**src/rtl/mfs_pkg.sv**
```systemverilog
package mfs_pkg;
    typedef enum logic [0:0] {
        FS_SETTLE = 1'b0,
        FS_CONV   = 1'b1
    } fs_state_t;

    localparam int MUX_W       = 3;
    localparam int CH_W        = 2;
    localparam int SLOT_W      = 2;
    localparam logic [MUX_W-1:0] SETTLE_CODE = 3'd4;
endpackage

```
**src/rtl/mfs_tick_gen.sv**
```systemverilog
module mfs_tick_gen #(
    parameter int CK_PER_SLOW = 150
) (
    input  logic clk,
    input  logic rst_n,
    output logic tick
);
    localparam int CW = (CK_PER_SLOW > 1) ? $clog2(CK_PER_SLOW) : 1;
    localparam logic [CW-1:0] LAST = CW'(CK_PER_SLOW - 1);

    logic [CW-1:0] cnt;

    always_ff @(posedge clk) begin
        if (!rst_n)
            cnt <= '0;
        else if (cnt == LAST)
            cnt <= '0;
        else
            cnt <= cnt + 1'b1;
    end

    assign tick = (cnt == LAST);
endmodule

```
**src/rtl/mfs_frame_fsm.sv**
```systemverilog
module mfs_frame_fsm
    import mfs_pkg::*;
(
    input  logic              clk,
    input  logic              rst_n,
    input  logic              tick,
    input  logic [CH_W-1:0]   div_m1,
    input  logic              fir_long,
    output logic              pass_go,
    output logic              settle_go,
    output logic [MUX_W-1:0]  mux_state,
    output logic              pass_start,
    output logic              conv_done,
    output logic [CH_W-1:0]   done_chan,
    output logic              frame_sync
);
    fs_state_t         st, st_n;
    logic [CH_W-1:0]   chan, chan_n;
    logic [SLOT_W-1:0] slot, slot_n;
    logic [CH_W-1:0]   cfg_last;
    logic              cfg_long;
    logic              slot_last, chan_last, conv_end;

    assign slot_last = (slot == (cfg_long ? SLOT_W'(2) : SLOT_W'(1)));
    assign chan_last = (chan == cfg_last);
    assign conv_end  = tick && (st == FS_CONV) && slot_last;
    assign pass_go   = tick && (st == FS_SETTLE);
    assign settle_go = conv_end && chan_last;
    assign mux_state = (st == FS_SETTLE) ? SETTLE_CODE : {1'b0, chan};

    // next-state logic
    always_comb begin
        st_n   = st;
        chan_n = chan;
        slot_n = slot;
        if (tick) begin
            unique case (st)
                FS_SETTLE: begin            // start
                    st_n   = FS_CONV;
                    chan_n = '0;
                    slot_n = '0;
                end
                FS_CONV: begin
                    if (!slot_last) begin   // step (slot)
                        slot_n = slot + 1'b1;
                    end else if (!chan_last) begin  // step (channel)
                        slot_n = '0;
                        chan_n = chan + 1'b1;
                    end else begin          // close
                        st_n   = FS_SETTLE;
                        slot_n = '0;
                    end
                end
            endcase
        end
    end

    // state register
    always_ff @(posedge clk) begin
        if (!rst_n) begin
            st       <= FS_SETTLE;
            chan     <= '0;
            slot     <= '0;
            cfg_last <= '0;
            cfg_long <= 1'b0;
        end else begin
            st   <= st_n;
            chan <= chan_n;
            slot <= slot_n;
            if (pass_go) begin
                cfg_last <= div_m1;
                cfg_long <= fir_long;
            end
        end
    end

    // registered strobes
    always_ff @(posedge clk) begin
        if (!rst_n) begin
            pass_start <= 1'b0;
            conv_done  <= 1'b0;
            done_chan  <= '0;
            frame_sync <= 1'b0;
        end else begin
            pass_start <= pass_go;
            conv_done  <= conv_end;
            frame_sync <= settle_go;
            if (conv_end)
                done_chan <= chan;
        end
    end
endmodule

```
**src/rtl/mfs_mon_window.sv**
```systemverilog
module mfs_mon_window #(
    parameter int MON_LEN = 140
) (
    input  logic clk,
    input  logic rst_n,
    input  logic open_go,
    output logic active
);
    localparam int MW = $clog2(MON_LEN + 1);

    logic [MW-1:0] remain;

    always_ff @(posedge clk) begin
        if (!rst_n)
            remain <= '0;
        else if (open_go)
            remain <= MW'(MON_LEN);
        else if (remain != '0)
            remain <= remain - 1'b1;
    end

    assign active = (remain != '0);
endmodule

```
**src/rtl/mfs_pass_cnt.sv**
```systemverilog
module mfs_pass_cnt #(
    parameter int PRE_W = 8,
    parameter int SUM_W = 8
) (
    input  logic             clk,
    input  logic             rst_n,
    input  logic             pass_go,
    input  logic [PRE_W-1:0] presamps,
    input  logic [SUM_W-1:0] sum_cycles,
    output logic             busy
);
    localparam int CW = PRE_W + SUM_W;

    logic [CW-1:0] prod, goal, cnt;
    logic [CW:0]   nxt;

    assign prod = CW'(presamps) * CW'(sum_cycles);
    assign goal = (prod == '0) ? CW'(1) : prod;
    assign nxt  = {1'b0, cnt} + 1'b1;

    always_ff @(posedge clk) begin
        if (!rst_n) begin
            cnt  <= '0;
            busy <= 1'b0;
        end else if (pass_go) begin
            if (nxt >= {1'b0, goal}) begin
                cnt  <= '0;
                busy <= 1'b1;
            end else begin
                cnt  <= nxt[CW-1:0];
                busy <= 1'b0;
            end
        end
    end
endmodule

```
**src/rtl/mux_frame_seq.sv**
```systemverilog
module mux_frame_seq
    import mfs_pkg::*;
#(
    parameter int CK_PER_SLOW = 150,
    parameter int MON_LEN     = 140,
    parameter int PRE_W       = 8,
    parameter int SUM_W       = 8
) (
    input  logic              clk,
    input  logic              rst_n,
    input  logic [1:0]        div_m1,
    input  logic              fir_long,
    input  logic [PRE_W-1:0]  presamps,
    input  logic [SUM_W-1:0]  sum_cycles,
    output logic [2:0]        mux_state,
    output logic              pass_start,
    output logic              conv_done,
    output logic [1:0]        done_chan,
    output logic              frame_sync,
    output logic              mon_active,
    output logic              xfer_busy
);
    logic tick, pass_go, settle_go;

    mfs_tick_gen #(.CK_PER_SLOW(CK_PER_SLOW)) u_tick (
        .clk  (clk),
        .rst_n(rst_n),
        .tick (tick)
    );

    mfs_frame_fsm u_fsm (
        .clk       (clk),
        .rst_n     (rst_n),
        .tick      (tick),
        .div_m1    (div_m1),
        .fir_long  (fir_long),
        .pass_go   (pass_go),
        .settle_go (settle_go),
        .mux_state (mux_state),
        .pass_start(pass_start),
        .conv_done (conv_done),
        .done_chan (done_chan),
        .frame_sync(frame_sync)
    );

    mfs_mon_window #(.MON_LEN(MON_LEN)) u_mon (
        .clk    (clk),
        .rst_n  (rst_n),
        .open_go(settle_go),
        .active (mon_active)
    );

    mfs_pass_cnt #(.PRE_W(PRE_W), .SUM_W(SUM_W)) u_pass (
        .clk       (clk),
        .rst_n     (rst_n),
        .pass_go   (pass_go),
        .presamps  (presamps),
        .sum_cycles(sum_cycles),
        .busy      (xfer_busy)
    );
endmodule

```
**config.mk**
```make
export PLATFORM = sky130hd
export DESIGN_NAME = mux_frame_seq
export DESIGN_NICKNAME = d
export VERILOG_FILES = /design/src/rtl/mfs_pkg.sv /design/src/rtl/mfs_tick_gen.sv /design/src/rtl/mfs_frame_fsm.sv /design/src/rtl/mfs_mon_window.sv /design/src/rtl/mfs_pass_cnt.sv /design/src/rtl/mux_frame_seq.sv
export SDC_FILE = /design/constraint.sdc
export NUM_CORES = 1
export LEC_CHECK = 0
export BUFFER_PORTS_ARGS = -buffer_cell sky130_fd_sc_hd__buf_4
export CAP_MARGIN = 5
export CORE_MARGIN = 1
export CORE_UTILIZATION = 55
export DETAILED_ROUTE_END_ITERATION = 16
export PLACE_DENSITY_LB_ADDON = 0.1
export SLEW_MARGIN = 20
export SYNTH_ARGS = -nofsm -noshare
export SYNTH_HDL_FRONTEND = slang
export SYNTH_SLANG_ARGS = --single-unit
```
**constraint.sdc**
```tcl
create_clock -name clk -period 6.95 [get_ports clk]
set_input_delay 0.695 -clock clk [delete_from_list [all_inputs] [get_ports clk]]
set_output_delay 0.695 -clock clk [all_outputs]
set_load 0.005 [all_outputs]
```
Yosys cells after proc, flatten, opt, wreduce, memory -nomap -nowiden. Index checks and enable logic that the tools add are counted.

Reduce and logical (&&, ||, !) cells: 10. Bitwise gates (word level): 2. Equal/unequal tests: 5. Multiply operators: 1. $add $sub $neg: 5. $lt $le $gt $ge: 1. Muxes and demuxes: 15.

Operator list (number): $mux W16 (2); $add A16 B1 Y17 const B (1); $ge A17 B16 Y1 (1); $logic_not A16 Y1 (1); $mul A8 B8 Y16 (1); $mux W8 (2); $add A8 B1 Y8 const B (1); $eq A8 B8 Y1 const B (1); $mux W2 (4); $pmux W2 S2 (2); $reduce_bool A8 Y1 (1); $sub A8 B1 Y8 const B (1); $add A2 B1 Y2 const B (2); $eq A2 B2 Y1 (2); $logic_and A1 B1 Y1 (4); $ne A2 B2 Y1 const B (2); $reduce_or A2 Y1 (2); $mux W1 (3); $mux W3 (1); $reduce_and A3 Y1 (1); $not A1 Y1 (2); $pmux W1 S2 (1); $reduce_bool A2 Y1 (1).

Register bits after elaboration: 46. Word-level logic and storage cells: 53. Input bits: 21.

Longest topological paths before layout.
Depth after elaboration: 5. Depth in mapped cells: 24. Gate-level depth less buffers: 24.

Hierarchy. A second synthesis with hierarchy kept.

Cell total of the unflattened synthesis: 556. Area total of the unflattened synthesis: 4917.2 sq um.

By module, submodules not included: mfs_pass_cnt (cells an instance 402, area an instance 3508.4 sq um, times used 1); mfs_frame_fsm (cells an instance 68, area an instance 608.1 sq um, times used 1); mfs_mon_window (cells an instance 47, area an instance 434.2 sq um, times used 1); mfs_tick_gen (cells an instance 39, area an instance 366.6 sq um, times used 1).

Worst setup path after synthesis. Ideal clock, no wire load.

Path kind: in2reg. Start point: input sum_cycles[5]. End point: register u_pass.cnt[14]. Stages: 21. Buffers on the path: 0. Arrival time: 6.342 ns. Setup slack: 0.491 ns. Required time: 6.833 ns. Path through: and2_1 -> fa_1 -> fa_1 -> fa_1 -> fa_1 -> ha_1 -> nand2_1 -> or3_1 -> a31oi_1 -> mux2i_1 -> nor4bb_1 -> and4b_1 -> a32o_1 -> ha_1 -> nand2b_1 -> a21o_1 -> a21o_1 -> a211oi_1 -> nor4_2 -> nor2_4 -> a32o_1.

Cells in the longest elaborated chain, start to end: 5.

Ends and longest elaborated chain: start, declared (line mux_frame_seq.sv:14) `input logic [SUM_W-1:0] sum_cycles,`; $mul A8 B8 Y16 * (line mfs_pass_cnt.sv:17) `assign prod = CW'(presamps) * CW'(sum_cycles);`; $logic_not A16 Y1 (line mfs_pass_cnt.sv:18) `assign goal = (prod == '0) ? CW'(1) : prod;`; $mux W16 * (line mfs_pass_cnt.sv:18); $ge A17 B16 Y1 * (line mfs_pass_cnt.sv:26) `if (nxt >= {1'b0, goal}) begin`; $mux W16 * (line mfs_pass_cnt.sv:26); end signal, assigned (line mfs_pass_cnt.sv:30) `cnt <= nxt[CW-1:0];`; end, declared (line mfs_pass_cnt.sv:14) `logic [CW-1:0] prod, goal, cnt;`.

Every way passes the cells marked *; elsewhere a longest branch is shown, timed or not. A chain may end at the register's enable or synchronous reset.

Worst setup path in the final report.
Start point: input sum_cycles[5]. End point: register u_pass.cnt[0].

Same word-level chain as after synthesis.

==> flow_metrics.tcl <==
set metrics [dict create \
    grt_setup_unrepaired "false" \
    crit_path_max_incr_delay_ns 0.56 \
    grt_start_max_net_pins 23 \
    utilization_pct 62.1 \
    hold_viol_final 0 \
    synthDistinctLibCells 49 \
    synthMuxAreaShare_pct 0.456 \
    drt-total-wl_um 9600 \
    cpMostUsedCell "fa_1" \
    drt_iter0_drc 182 \
    cts_buffer_depth 2 \
    seq_area_frac_synth_pct 19.7 \
    dp_cells 664 \
    post-cts-setup-buffers 0 \
    maxCapViolations 0 \
    clk_pin_slew_ns 0.09 \
    p_total_mw 1.24 \
    wl_per_cell_um 14.3 \
    drc 0 \
    grt_remaining_overflow 0 \
    finalSetupViolations 0 \
    worst_pin_slew_ns 0.923 \
    vias 3760 \
    antenna_found_initial 0 \
    crit_required_ns 7.18 \
    hpwl_um 7730 \
    grt_pass1_vias 3625 \
    clockRootBuffer "clkbuf_8" \
    p_leak_nw 2.37 \
    clock-sinks 46 \
    min_period_over_period_pct 94.1 \
    drive_above_1_share_pct 8.82 \
    area_growth_pct 9.22 \
    max_freq_mhz 153 \
    layout_min_cycle_time_ns 6.54 \
    die_w_um 94.1 \
    synth_area_mm2 0.00467 \
    end_kind "flip-flop" \
    synthXorXnorAreaFrac_pct 6.57 \
    synth_cells 540 \
    numCtsBuffers 5 \
    yosysWarnings 0 \
    syn_area_per_cell_um2 8.64 \
    path_cells "buf_4, and2_1, fa_1, fa_1, fa_1, fa_1, ha_1, nand2_1, or3_1, a31oi_2, mux2i_1, nor4bb_1, and4b_1, a32o_1, ha_1, nand2b_1, a21o_1, a21o_1, a211oi_1, nor4_2, or4_1, o21ai_1" \
    synth_largest_area_cell "dfxtp_1" \
    ys_async_sr_fraction_pct 0 \
    status "complete, no violations" \
    synth_simple_gate_area_share_pct 25.6 \
    dr.pass1.iters 4 \
    tns_ns 0 \
    path_max_fanout 8 \
    clock_skew_ns 0.0107 \
    final_nets 679 \
    synth_top_area_share_pct 19.7 \
    worst_ep_arrival_time_ns 6.77 \
    synth_compound_area_share_pct 12.6 \
    die_h_um 94.1 \
    synthAdderAreaFrac_pct 30.4 \
    place.gp.congestion 0.861 \
    slew_violations 0 \
    core_area_mm2 0.00822 \
    grt_pass1_wl_um 16500 \
    grt_util_all_layers_pct 23.3 \
    num_rows 33 \
    insertion_delay_ns 0.30 \
    synth-seq-cells 46 \
    antenna_cells 0 \
    fin_cells 672 \
    startpoint_type "input port" \
    ir_worst_vdd_uv 203 \
    cts-resized-gates 0 \
    cts_tree "done" \
    viasPerCell 5.60 \
    port_buffers 30 \
    synth_nets 653 \
    setup.worst_path.class "in2reg" \
    ctsHoldBuffers 0 \
    hold_class "reg2reg" \
    synth_flop_cell "dfxtp_1" \
    slew_headroom_pct 38.2 \
    synth-edff-count 0 \
    initial_core_util_pct 56.8 \
    die-area_mm2 0.00886 \
    cp_slowest_cell "fa_1" \
    synth_most_common_cell "and2_1" \
    powerDensity_mw_per_mm2 243 \
    ctsHtreeMaxLevel 2 \
    synth_top_family_by_area "adder cells" \
    synth_area_leaders "dfxtp_1 20%, fa_1 15%, ha_1 15%" \
    synthTopCellsByCount "59 x and2_1, 56 x ha_1, 46 x dfxtp_1" \
    io_pins 31 \
    antenna_left 0 \
]
sequential cells by signal (all words and copies together), names as in the netlist:
name,count
u_fsm.cfg_last,2
u_fsm.cfg_long,1
u_fsm.chan,2
u_fsm.conv_done,1
u_fsm.done_chan,2
u_fsm.frame_sync,1
u_fsm.pass_start,1
u_fsm.slot,2
u_fsm.st,1
u_mon.remain,8
u_pass.busy,1
u_pass.cnt,16
u_tick.cnt,8
where the power goes:
group	leakage, nW	switching (mW)	internal [mW]
registers	0.373	0.0166	0.285
clock network	0.0585	0.0961	0.108
logic	1.93	0.414	0.320
metal layers:
metal  part of all wire, %  wire, µm  track usage [%]  vias to the layer above
met4                  0.78        75             4.62                        0
met2                    47      4520             38.8                       38
met3                   2.3       217             3.07                        6
li1                      -         -                -                     1896
met5                     0         0                0                        -
met1                    50      4780             32.2                     1820
final cells by class:
class	instances	area [µm²]
clock buffer	5	68.8
clock inverter	3	43.8
fill	743	3120
inverter	44	165
multi-input combinational	438	3540
sequential	46	921
tap	105	131
timing repair buffer	31	233
per-stage QoR:
| step | hold WS, ns | instance area [µm²] | setup WS, ns |
|---|---|---|---|
| finish | 0.463 | 5100 | 0.410 |
| global route | 0.498 | 5100 | 0.0449 |
| CTS | 0.469 | 5090 | 0.373 |
| detailed placement | 0.451 | 4980 | 0.0717 |
| global placement | 0.445 | 4980 | 0.230 |
| floorplan | 0.448 | 4670 | 0.491 |
critical path, delay by kind of cell:
kind | cells | cell delay [ns]
AOI/OAI and AO/OA | 6 | 1.32
adders and majority gates | 6 | 2.62
buffers and inverters | 1 | 0.14
muxes | 1 | 0.30
and+or+nand+nor | 8 | 1.71
path summary, 6_finish.rpt:
path | startpoint | end | slack [ns] | cells past startpoint
min | u_fsm.done_chan[1] | u_fsm.done_chan[1] | 0.46 | 2
max reg2reg | u_pass.cnt[0] | u_pass.cnt[14] | 3.06 | 14
min reg2reg | u_fsm.done_chan[1] | u_fsm.done_chan[1] | 0.46 | 2
max | sum_cycles[5] | u_pass.cnt[0] | 0.41 | 22
cell usage in the layout (no fill, tap or decap), types with 2 or more instances in the layout:
cell      instances
o21a_1            2
or4_1             4
a211oi_1          8
o211ai_1          2
fa_1             36
o22ai_1           3
a31o_1            6
a21o_1           14
buf_4            31
a32o_1            4
clkbuf_8          5
and3_1            5
nand2_1          44
xnor2_1          21
ha_1             56
inv_1            44
nor2_1           35
or2_2             4
o21ai_0          11
nand4_1           6
xor2_1           14
a21oi_1          31
nand3b_1          5
nand2b_1          7
dfxtp_1          46
nand3_1          21
nor3_1           11
or3_1             7
and2_1           59
nor2b_1           3
cell families after synthesis:
family | after synthesis
muxes | 2
adders and majority gates | 92
AOI/OAI and AO/OA | 88
and+or+nand+nor | 221
buffers and inverters | 56
DFF | 46
xor gates and xnor gates | 35
(Power assumes the default switching activity.)
